`src/rtl/hbf_pkg.sv`:
```
package hbf_pkg;

    // Kernel geometry: 39 taps, centre index 19, ten odd-offset side taps
    localparam int NTAPS      = 39;
    localparam int CENTER     = (NTAPS - 1) / 2;
    localparam int NSIDE      = (CENTER + 1) / 2;
    localparam int COEF_FRAC  = 15;               // taps sum to 2**COEF_FRAC
    localparam int COEF_W     = COEF_FRAC + 1;
    localparam int GROUP_DLY  = 34;               // input edge to output peak
    // registers between tap 0 and output: pre-add, product, sum, pad, output
    localparam int PAD_STAGES = GROUP_DLY - CENTER - 4;

    typedef enum logic [1:0] {
        HB_EQUAL  = 2'd0,
        HB_DECIM  = 2'd1,
        HB_INTERP = 2'd2,
        HB_BYPASS = 2'd3
    } hb_mode_e;

    typedef struct packed {
        logic accept;   // this edge takes data (interp) / holds output (decim)
        logic restart;  // phase forced by a sync fall on this edge
    } hb_phase_t;

    // side tap at offset 2*s+1 from the centre
    function automatic int side_coef(input int s);
        case (s)
            0:       return 10346;
            1:       return -3240;
            2:       return 1720;
            3:       return -1030;
            4:       return 640;
            5:       return -390;
            6:       return 230;
            7:       return -120;
            8:       return 60;
            default: return -24;
        endcase
    endfunction

endpackage

```
`src/rtl/hbf_phase.sv`:
```
module hbf_phase
    import hbf_pkg::*;
(
    input  logic      clk,
    input  logic      rst,
    input  logic      sync_i,
    output hb_phase_t ph_o
);

    logic sync_q;
    logic last_acc_q;

    always_comb begin
        ph_o.restart = sync_q && !sync_i;
        ph_o.accept  = ph_o.restart ? 1'b1 : !last_acc_q;
    end

    always_ff @(posedge clk) begin
        if (rst) begin
            sync_q     <= 1'b0;
            last_acc_q <= 1'b1;
        end else begin
            sync_q     <= sync_i;
            last_acc_q <= ph_o.accept;
        end
    end

endmodule

```
`src/rtl/hbf_delay.sv`:
```
module hbf_delay #(
    parameter int W     = 30,
    parameter int DEPTH = 11
) (
    input  logic         clk,
    input  logic         rst,
    input  logic [W-1:0] d_i,
    output logic [W-1:0] q_o
);

    logic [W-1:0] stage_q [DEPTH];

    for (genvar g = 0; g < DEPTH; g++) begin : g_stage
        if (g == 0) begin : g_head
            always_ff @(posedge clk) begin
                if (rst) stage_q[g] <= '0;
                else     stage_q[g] <= d_i;
            end
        end else begin : g_body
            always_ff @(posedge clk) begin
                if (rst) stage_q[g] <= '0;
                else     stage_q[g] <= stage_q[g-1];
            end
        end
    end

    assign q_o = stage_q[DEPTH-1];

endmodule

```
`src/rtl/hbf_core.sv`:
```
module hbf_core
    import hbf_pkg::*;
#(
    parameter int IN_W  = 12,
    parameter int ACC_W = 30
) (
    input  logic                    clk,
    input  logic                    rst,
    input  logic                    bypass_i,
    input  logic signed [IN_W-1:0]  sample_i,
    output logic signed [IN_W-1:0]  tap0_o,
    output logic signed [ACC_W-1:0] acc_o
);

    localparam int PRE_W  = IN_W + 1;
    localparam int PROD_W = PRE_W + COEF_W - 1 + 1;

    logic signed [IN_W-1:0]   tap_q [NTAPS];
    logic signed [PRE_W-1:0]  pre_q [NSIDE];
    logic signed [PROD_W-1:0] prod_q [NSIDE];
    logic signed [IN_W-1:0]   mid_q;
    logic signed [IN_W-1:0]   mid2_q;
    logic signed [ACC_W-1:0]  mid_ext;
    logic signed [ACC_W-1:0]  sum_c;
    logic signed [ACC_W-1:0]  acc_q;

    // sample history, newest in tap 0
    always_ff @(posedge clk) begin
        if (rst) begin
            for (int i = 0; i < NTAPS; i++) tap_q[i] <= '0;
        end else begin
            tap_q[0] <= sample_i;
            for (int i = 1; i < NTAPS; i++) tap_q[i] <= tap_q[i-1];
        end
    end

    // symmetric pre-add, then constant multiply; even offsets are skipped
    always_ff @(posedge clk) begin
        if (rst) begin
            for (int s = 0; s < NSIDE; s++) begin
                pre_q[s]  <= '0;
                prod_q[s] <= '0;
            end
            mid_q  <= '0;
            mid2_q <= '0;
        end else begin
            for (int s = 0; s < NSIDE; s++) begin
                pre_q[s]  <= PRE_W'(tap_q[CENTER-1-2*s]) + PRE_W'(tap_q[CENTER+1+2*s]);
                prod_q[s] <= PROD_W'(pre_q[s]) * PROD_W'(side_coef(s));
            end
            mid_q  <= tap_q[CENTER];
            mid2_q <= mid_q;
        end
    end

    always_comb begin
        mid_ext = ACC_W'(mid2_q);
        sum_c   = mid_ext <<< (COEF_FRAC - 1);     // centre tap is one half
        for (int s = 0; s < NSIDE; s++) sum_c = sum_c + ACC_W'(prod_q[s]);
    end

    always_ff @(posedge clk) begin
        if (rst)           acc_q <= '0;
        else if (bypass_i) acc_q <= mid_ext <<< COEF_FRAC;
        else               acc_q <= sum_c;
    end

    assign tap0_o = tap_q[0];
    assign acc_o  = acc_q;

endmodule

```
`src/rtl/hbf_filter.sv`:
```
module hbf_filter
    import hbf_pkg::*;
#(
    parameter int IN_W  = 12,
    parameter int OUT_W = IN_W + hbf_pkg::COEF_FRAC + 3
) (
    input  logic                    clk,
    input  logic                    rst,
    input  logic [1:0]              mode_i,
    input  logic                    half_gain_i,
    input  logic                    dbl_lat_i,
    input  logic                    sync_i,
    input  logic signed [IN_W-1:0]  din_i,
    output logic signed [OUT_W-1:0] dout_o
);

    hb_mode_e                mode;
    hb_phase_t               ph;
    logic                    is_interp;
    logic                    is_decim;
    logic signed [IN_W-1:0]  sample;
    logic signed [IN_W-1:0]  tap0;
    logic signed [OUT_W-1:0] acc;
    logic signed [OUT_W-1:0] pad_q;
    logic signed [OUT_W-1:0] long_q;
    logic signed [OUT_W-1:0] sel;
    logic signed [OUT_W-1:0] gained;
    logic signed [OUT_W-1:0] dout_q;
    logic                    live_q;

    assign mode      = hb_mode_e'(mode_i);
    assign is_interp = (mode == HB_INTERP);
    assign is_decim  = (mode == HB_DECIM);

    hbf_phase u_phase (
        .clk    (clk),
        .rst    (rst),
        .sync_i (sync_i),
        .ph_o   (ph)
    );

    // zero stuffing on the non-accept edges of interpolation
    assign sample = (is_interp && !ph.accept) ? '0 : din_i;

    hbf_core #(.IN_W(IN_W), .ACC_W(OUT_W)) u_core (
        .clk      (clk),
        .rst      (rst),
        .bypass_i (mode == HB_BYPASS),
        .sample_i (sample),
        .tap0_o   (tap0),
        .acc_o    (acc)
    );

    hbf_delay #(.W(OUT_W), .DEPTH(PAD_STAGES)) u_pad (
        .clk (clk),
        .rst (rst),
        .d_i (acc),
        .q_o (pad_q)
    );

    hbf_delay #(.W(OUT_W), .DEPTH(GROUP_DLY)) u_long (
        .clk (clk),
        .rst (rst),
        .d_i (pad_q),
        .q_o (long_q)
    );

    assign sel    = (dbl_lat_i && (is_interp || is_decim)) ? long_q : pad_q;
    assign gained = (is_interp && !half_gain_i) ? (sel <<< 1) : sel;

    always_ff @(posedge clk) begin
        if (rst) begin
            dout_q <= '0;
            live_q <= 1'b0;
        end else begin
            live_q <= 1'b1;
            if (!(is_decim && ph.accept)) dout_q <= gained;
        end
    end

    assign dout_o = dout_q;

    // a zero-phase edge in interpolation puts a zero sample into the kernel
    assert_zero_stuff_R2: assert property (@(posedge clk) disable iff (rst)
        (is_interp && !ph.accept) |=> (tap0 == '0));

    // without a sync fall, accept edges and zero edges alternate
    assert_phase_alternates_R2: assert property (@(posedge clk) disable iff (rst)
        (live_q && !(($past(sync_i)) && !sync_i)) |-> (ph.accept != $past(ph.accept)));

    // a sync fall makes the current edge an accept edge
    assert_sync_realign_R3: assert property (@(posedge clk) disable iff (rst)
        (live_q && $past(sync_i) && !sync_i) |-> ph.accept);

    // decimation leaves the output untouched on accept edges
    assert_decim_hold_R4: assert property (@(posedge clk) disable iff (rst)
        (is_decim && ph.accept) |=> $stable(dout_o));

endmodule

```
`config.mk`:
```
export PLATFORM = sky130hd
export DESIGN_NAME = hbf_filter
export DESIGN_NICKNAME = d
export VERILOG_FILES = /design/src/rtl/hbf_pkg.sv /design/src/rtl/hbf_phase.sv /design/src/rtl/hbf_delay.sv /design/src/rtl/hbf_core.sv /design/src/rtl/hbf_filter.sv
export SDC_FILE = /design/constraint.sdc
export NUM_CORES = 2
export LEC_CHECK = 0
export BUFFER_PORTS_ARGS = -buffer_cell sky130_fd_sc_hd__buf_2
export CORE_MARGIN = 1.5
export CORE_UTILIZATION = 64
export CTS_CLUSTER_SIZE = 8
export DETAILED_ROUTE_END_ITERATION = 8
export GPL_ROUTABILITY_DRIVEN = 0
export HOLD_SLACK_MARGIN = 0.06
export PLACE_DENSITY = 0.88
export SLEW_MARGIN = 15
export SYNTH_ARGS = -nofsm -noshare
export SYNTH_HDL_FRONTEND = slang
export SYNTH_SLANG_ARGS = --single-unit
```
`constraint.sdc`:
```
create_clock -name clk -period 5.98 [get_ports clk]
set_input_delay 1.196 -clock clk [delete_from_list [all_inputs] [get_ports clk]]
set_output_delay 1.196 -clock clk [all_outputs]
set_load 0.01 [all_outputs]
```
After elaboration in Yosys (flattened, before gate mapping):

Memory sizes are Yosys's and may differ from the RTL's.
Cells that the tools add are included.

* register bits after elaboration: 86
* bits in writable memories: 2238
* output and inout bits: 30
* logic and storage cells: 282
* memories: 5

Memory list
* u_long.stage_q: words 34, bits a word 30, rd ports 34, clocked after memory_dff 0, wr ports 34, RTL line hbf_delay.sv:11 `logic [W-1:0] stage_q [DEPTH];`
* u_core.tap_q: words 39, bits a word 12, rd ports 39, clocked after memory_dff 0, wr ports 39, RTL line hbf_core.sv:18 `logic signed [IN_W-1:0] tap_q [NTAPS];`
* u_pad.stage_q: words 11, bits a word 30, rd ports 11, clocked after memory_dff 0, wr ports 11, RTL line hbf_delay.sv:11
* u_core.prod_q: words 10, bits a word 29, rd ports 10, clocked after memory_dff 0, wr ports 10, RTL line hbf_core.sv:20 `logic signed [PROD_W-1:0] prod_q [NSIDE];`
* u_core.pre_q: words 10, bits a word 13, rd ports 10, clocked after memory_dff 0, wr ports 10, RTL line hbf_core.sv:19 `logic signed [PRE_W-1:0] pre_q [NSIDE];`

* $add $sub $neg: 20
* $mul: 10
* equality and inequality tests: 3
* mux-type cells: 122
* bitwise operators: 104
* reduce and logical (&&, ||, !) cells: 11

Operator list (count)
* $mux W30: 48
* $mux W29: 20
* $mux W12: 40
* $mul A13 B29 Y29: 10
* $add A30 B29 Y30: 9
* $add A12 B12 Y13: 10
* $mux W13: 10
* $or A1 B1 Y1: 104
* $add A26 B29 Y30: 1
* $logic_and A1 B1 Y1: 5
* $eq A2 B2 Y1 const B: 2
* $logic_not A1 Y1: 4
* $mux W1: 4
* $eq A2 B1 Y1 const B: 1
* $reduce_or A2 Y1: 1
* $logic_or A1 B1 Y1: 1

Logic depth before layout (Yosys ltp):

An unclocked memory read counts as a cell.

* depth after elaboration: 12
* mapped depth: 21

Hierarchy:

From an unflattened synthesis, not the netlist that was laid out.

* cell total of the unflattened synthesis: 9364
* area total of the unflattened synthesis: 102530.8 µm²

Modules (own cells, without submodules)
* hbf_core: times used 1, cells an instance 6316, area each 63787.4 µm², seq. area each 17857.1 µm²
* hbf_delay at u_long: times used 1, cells an instance 2153, area each 27236.1 µm², seq. area each 20419.6 µm²
* hbf_delay at u_pad: times used 1, cells an instance 727, area each 9860.7 µm², seq. area each 6606.3 µm²
* hbf_filter: times used 1, cells an instance 161, area each 1567.8 µm², seq. area each 600.6 µm²
* hbf_phase: times used 1, cells an instance 7, area each 78.8 µm², seq. area each 40.0 µm²

Worst setup path before layout:

OpenSTA, ideal clock, no wires.

* kind: flip-flop to flip-flop
* start point: memory u_core.pre_q[0][40] (netlist bit)
* end point: memory u_core.prod_q[0][115] (netlist bit)
* setup time: 0.122 ns
* data arrival time: 5.341 ns
* data required time: 5.858 ns
* slack: 0.517 ns
* stages on the path, launching flop included: 18
* period minus slack after synthesis: 5.463 ns
* cell sequence: dfxtp_1 > inv_1 > fa_1 > fa_1 > inv_1 > fa_1 > fa_1 > fa_1 > fa_1 > ha_1 > o21a_1 > o21a_1 > o211ai_1 > a211oi_1 > o32ai_1 > o21ai_1 > and2_1 > a311o_1

RTL lines (RTL line)
* start: declaration: hbf_core.sv:19
* end: declaration: hbf_core.sv:20

==> summary.txt <==
DRC Markers: 0
Fmax: 171 MHz
Max Root-Sink Buffers: 4
Switch Pwr: 0.00750 W
Final-report hold violation count: 0
Wire per inst: 19.2 µm
Final period util: 98.0%
Synthesized cell area: 0.100 mm²
Crit path buffers/inverters: 2
Area of the multi-input gates: 0.0495 mm²
Crit path top cell by count: fa_1
Synth area leader: dfxtp_1
Ys async rst share: 0%
Pwr/cell area: 299 mW/mm²
Setup crit start kind: register
Total GRT Usage: 27.9%
Total CTS buffers: 330
Clk_skew: 0.0846 ns
Crit-path leading delay family: adder cells
IO Count: 49
Number of buffers added on ports: 47
Worst hold-check path type: reg2reg
Status: complete, no violations
DP HPWL: 145,000 µm
Core Region: 0.155 mm²
Die span in y: 398 µm
CP max FO: 5
Worst path cell trace: fa_2 > inv_4 > fa_2 > fa_1 > inv_1 > fa_1 > fa_1 > fa_1 > ha_2 > o21a_1 > o21a_1 > o211ai_1 > a211oi_2 > o32ai_2 > o21ai_2 > and2_1 > a311o_1
Slowest cell on crit path: fa_2
Vias per cell: 5.38
Max stage delay on crit path: 0.68 ns
Maximum VDD drop: 321 µV
1st-iter DRT viols: 4,429
DRT Wirelength: 219,000 µm
Share of power burned in the clock network: 47.9%
Vias in the first global route: 67,028
Worst-margin pin slew: 1.12 ns
Synth Flop Type: dfxtp_1
Layout Nets: 11,097
Period minus WS final: 5.86 ns
H-tree levels: 5
Largest net degree at the start of global routing: 257
Switching Share: 22.6%
Fin Setup TNS: 0 ns
Worst-Skew Late Latency: 0.93 ns
Via count: 61,587
Synth top area cells: dfxtp_1 45%, fa_1 14%, ha_1 12%
Final setup viols: 0
Yosys cell types: 77
Cell-internal power: 0.0257 W
Proportion of layout cells with a drive suffix above 1: 5.49%
Area share of the largest cell type after synthesis: 44.6%
Synth warn: 0
Hold Buf Count CTS: 0
Clk sinks: 2,228
Antenna violations before repair: 8
Sequential power share: 45.7%
Congestion Overflow GR: 0
Mapped Cells: 9,219
Area grow syn2layout: 10.9%
Drt first pass iters: 8
Worst-path clk slew: 0.05 ns
#FFs+latches synth: 2,228
Sequential area share after synthesis: 44.6%
CP required: 6.72 ns
Die area: 0.159 mm²
Placed instance area: 0.102 mm²
Setup CP Type: reg2reg
CP Capture Type: register
Arrival time at the worst endpoint: 6.60 ns
Site Rows: 144
Design Area, Final: 0.111 mm²
Remaining antenna violation count: 0
Worst rel slew slack: 24.3%
Fillers: 9,397
Syn nets: 10,949
CTS tree: done
First-pass GRT wire length: 349,000 µm
Logic pwr share: 6.4%
P_leak: 52.8 nW
Die width: 398 µm
Max-capacitance violation count: 0
Initial core utilization: 64.7%
EDFF count, synth: 0
Unrepaired setup endpoints after global routing: yes
Root Buffer: clkbuf_16
Syn Area/Cell: 10.8 µm²
Sequential Area: 0.0446 mm²
Final Slew Violations: 0
## area by class of cell
class                      count  share of cell area (%)
clock inverter                13                   0.168
sequential                  2228                    40.2
clock buffer                 341                    7.59
antenna                        7                  0.0158
inverter                    1328                    4.50
tap                         2044                    2.31
timing repair buffer          78                   0.515
multi-input combinational   5401                    44.7
## worst paths after layout
path,start,end,slack (ns),cells past startpoint
worst min-delay path,u_long.stage_q[6][57]$_SDFF_PP0_,u_long.stage_q[7][27]$_SDFF_PP0_,0.37,1
worst min register to register,u_long.stage_q[6][57]$_SDFF_PP0_,u_long.stage_q[7][27]$_SDFF_PP0_,0.37,1
worst max-delay path,u_core.pre_q[0][44]$_SDFF_PP0_,u_core.prod_q[0][115]$_SDFF_PP0_,0.12,17
worst max register to register,u_core.pre_q[0][44]$_SDFF_PP0_,u_core.prod_q[0][115]$_SDFF_PP0_,0.12,17
## timing repair
| item | 4_1_cts | 5_1_grt |
|---|---|---|
| setup endpoints to repair | 1 | 19 |
| gates resized for setup | 3 | 25 |
| endpoints found under the hold margin | 0 | 0 |
| pin swaps | 0 | 6 |
| setup buffers | 0 | 5 |
## kinds of logic after synthesis
group,share of synthesized area [%]
compound gates,4.36
xor+xnor,1.97
fa+ha+maj,26.8
buf+inv,5.97
flops,44.6
mux,0.689
other cells,0.00375
simple gates,15.6
## cell usage in the layout, fill, tap and decap left out, types with 9 or more instances in the layout
cell	synthesis	routed
o21ai_0	115	115
fa_1	715	707
a21boi_0	13	13
o21a_1	27	27
ha_1	996	995
a31oi_1	30	30
xor2_1	92	92
nor3_1	103	103
o211ai_1	27	27
inv_1	1327	1324
a41oi_1	10	10
nand2b_1	48	47
or3_1	28	28
and2_1	25	25
buf_4	1	24
o21bai_1	20	20
or2_2	16	16
mux2i_1	16	16
o31ai_1	22	22
a2111o_1	11	11
a21oi_1	207	206
a211oi_1	28	27
mux4_2	18	18
mux2_2	9	9
nor2b_1	1857	1856
nor2_1	395	395
clkbuf_16	0	334
nand3_1	37	37
nand2_1	175	175
dfxtp_1	2228	2223
buf_2	1	46
o21ai_1	12	11
nand4_1	11	11
and3_1	23	23
a21o_1	90	90
xnor2_1	133	133
## through the flow
step	utilization, %	worst slack (ns)	hold slack [ns]	power, W	instances
2_1_floorplan	-	0.517	0.414	0.0169	9219
3_3_place_gp	66.1	0.288	0.415	0.0173	11074
3_5_place_dp	66.1	-0.0263	0.420	0.0175	11074
4_1_cts	71.6	0.0535	0.375	0.0333	11428
5_1_grt	71.7	-0.119	0.375	0.0342	11433
6_report	71.7	0.122	0.374	0.0332	11440
## Yosys cell counts (13+ instances only)
cell type     n
mux4_2       18
or2_2        16
xor2_1       92
inv_1      1327
or3_1        28
a21boi_0     13
nor2b_1    1857
o21a_1       27
a21oi_1     207
nand3_1      37
nor3_1      103
and2_1       25
mux2i_1      16
nor2_1      395
nand2_1     175
o21bai_1     20
o21ai_0     115
a21o_1       90
xnor2_1     133
a211oi_1     28
dfxtp_1    2228
nand2b_1     48
and3_1       23
fa_1        715
a31oi_1      30
clkbuf_1    255
o31ai_1      22
o211ai_1     27
ha_1        996
## power groups by stage
stage,sequential (W),combinational (W),clock [W]
after floorplan,0.0154,0.00155,0
after global placement,0.0154,0.00192,0
after detailed placement,0.0154,0.00202,0
after CTS,0.0152,0.00207,0.0161
after global routing,0.0151,0.00235,0.0167
final,0.0152,0.00211,0.0159
## registers in the layout, indices dropped and copies added, names as in the netlist
name,cells
u_core.pre_q,130
u_phase.sync_q,1
u_core.prod_q,265
dout_o,29
u_long.stage_q,986
u_pad.stage_q,319
u_core.mid_q,11
u_phase.last_acc_q,1
u_core.acc_o,29
u_core.tap_q,446
u_core.mid2_q,11
## layer usage
metal  wire, µm  GRT usage [%]
met2     107000           47.7
met3      13700           6.39
met4      13300           15.8
met1      85100           32.3
met5         71              0
No activity file was read; power rests on OpenSTA's default activity.
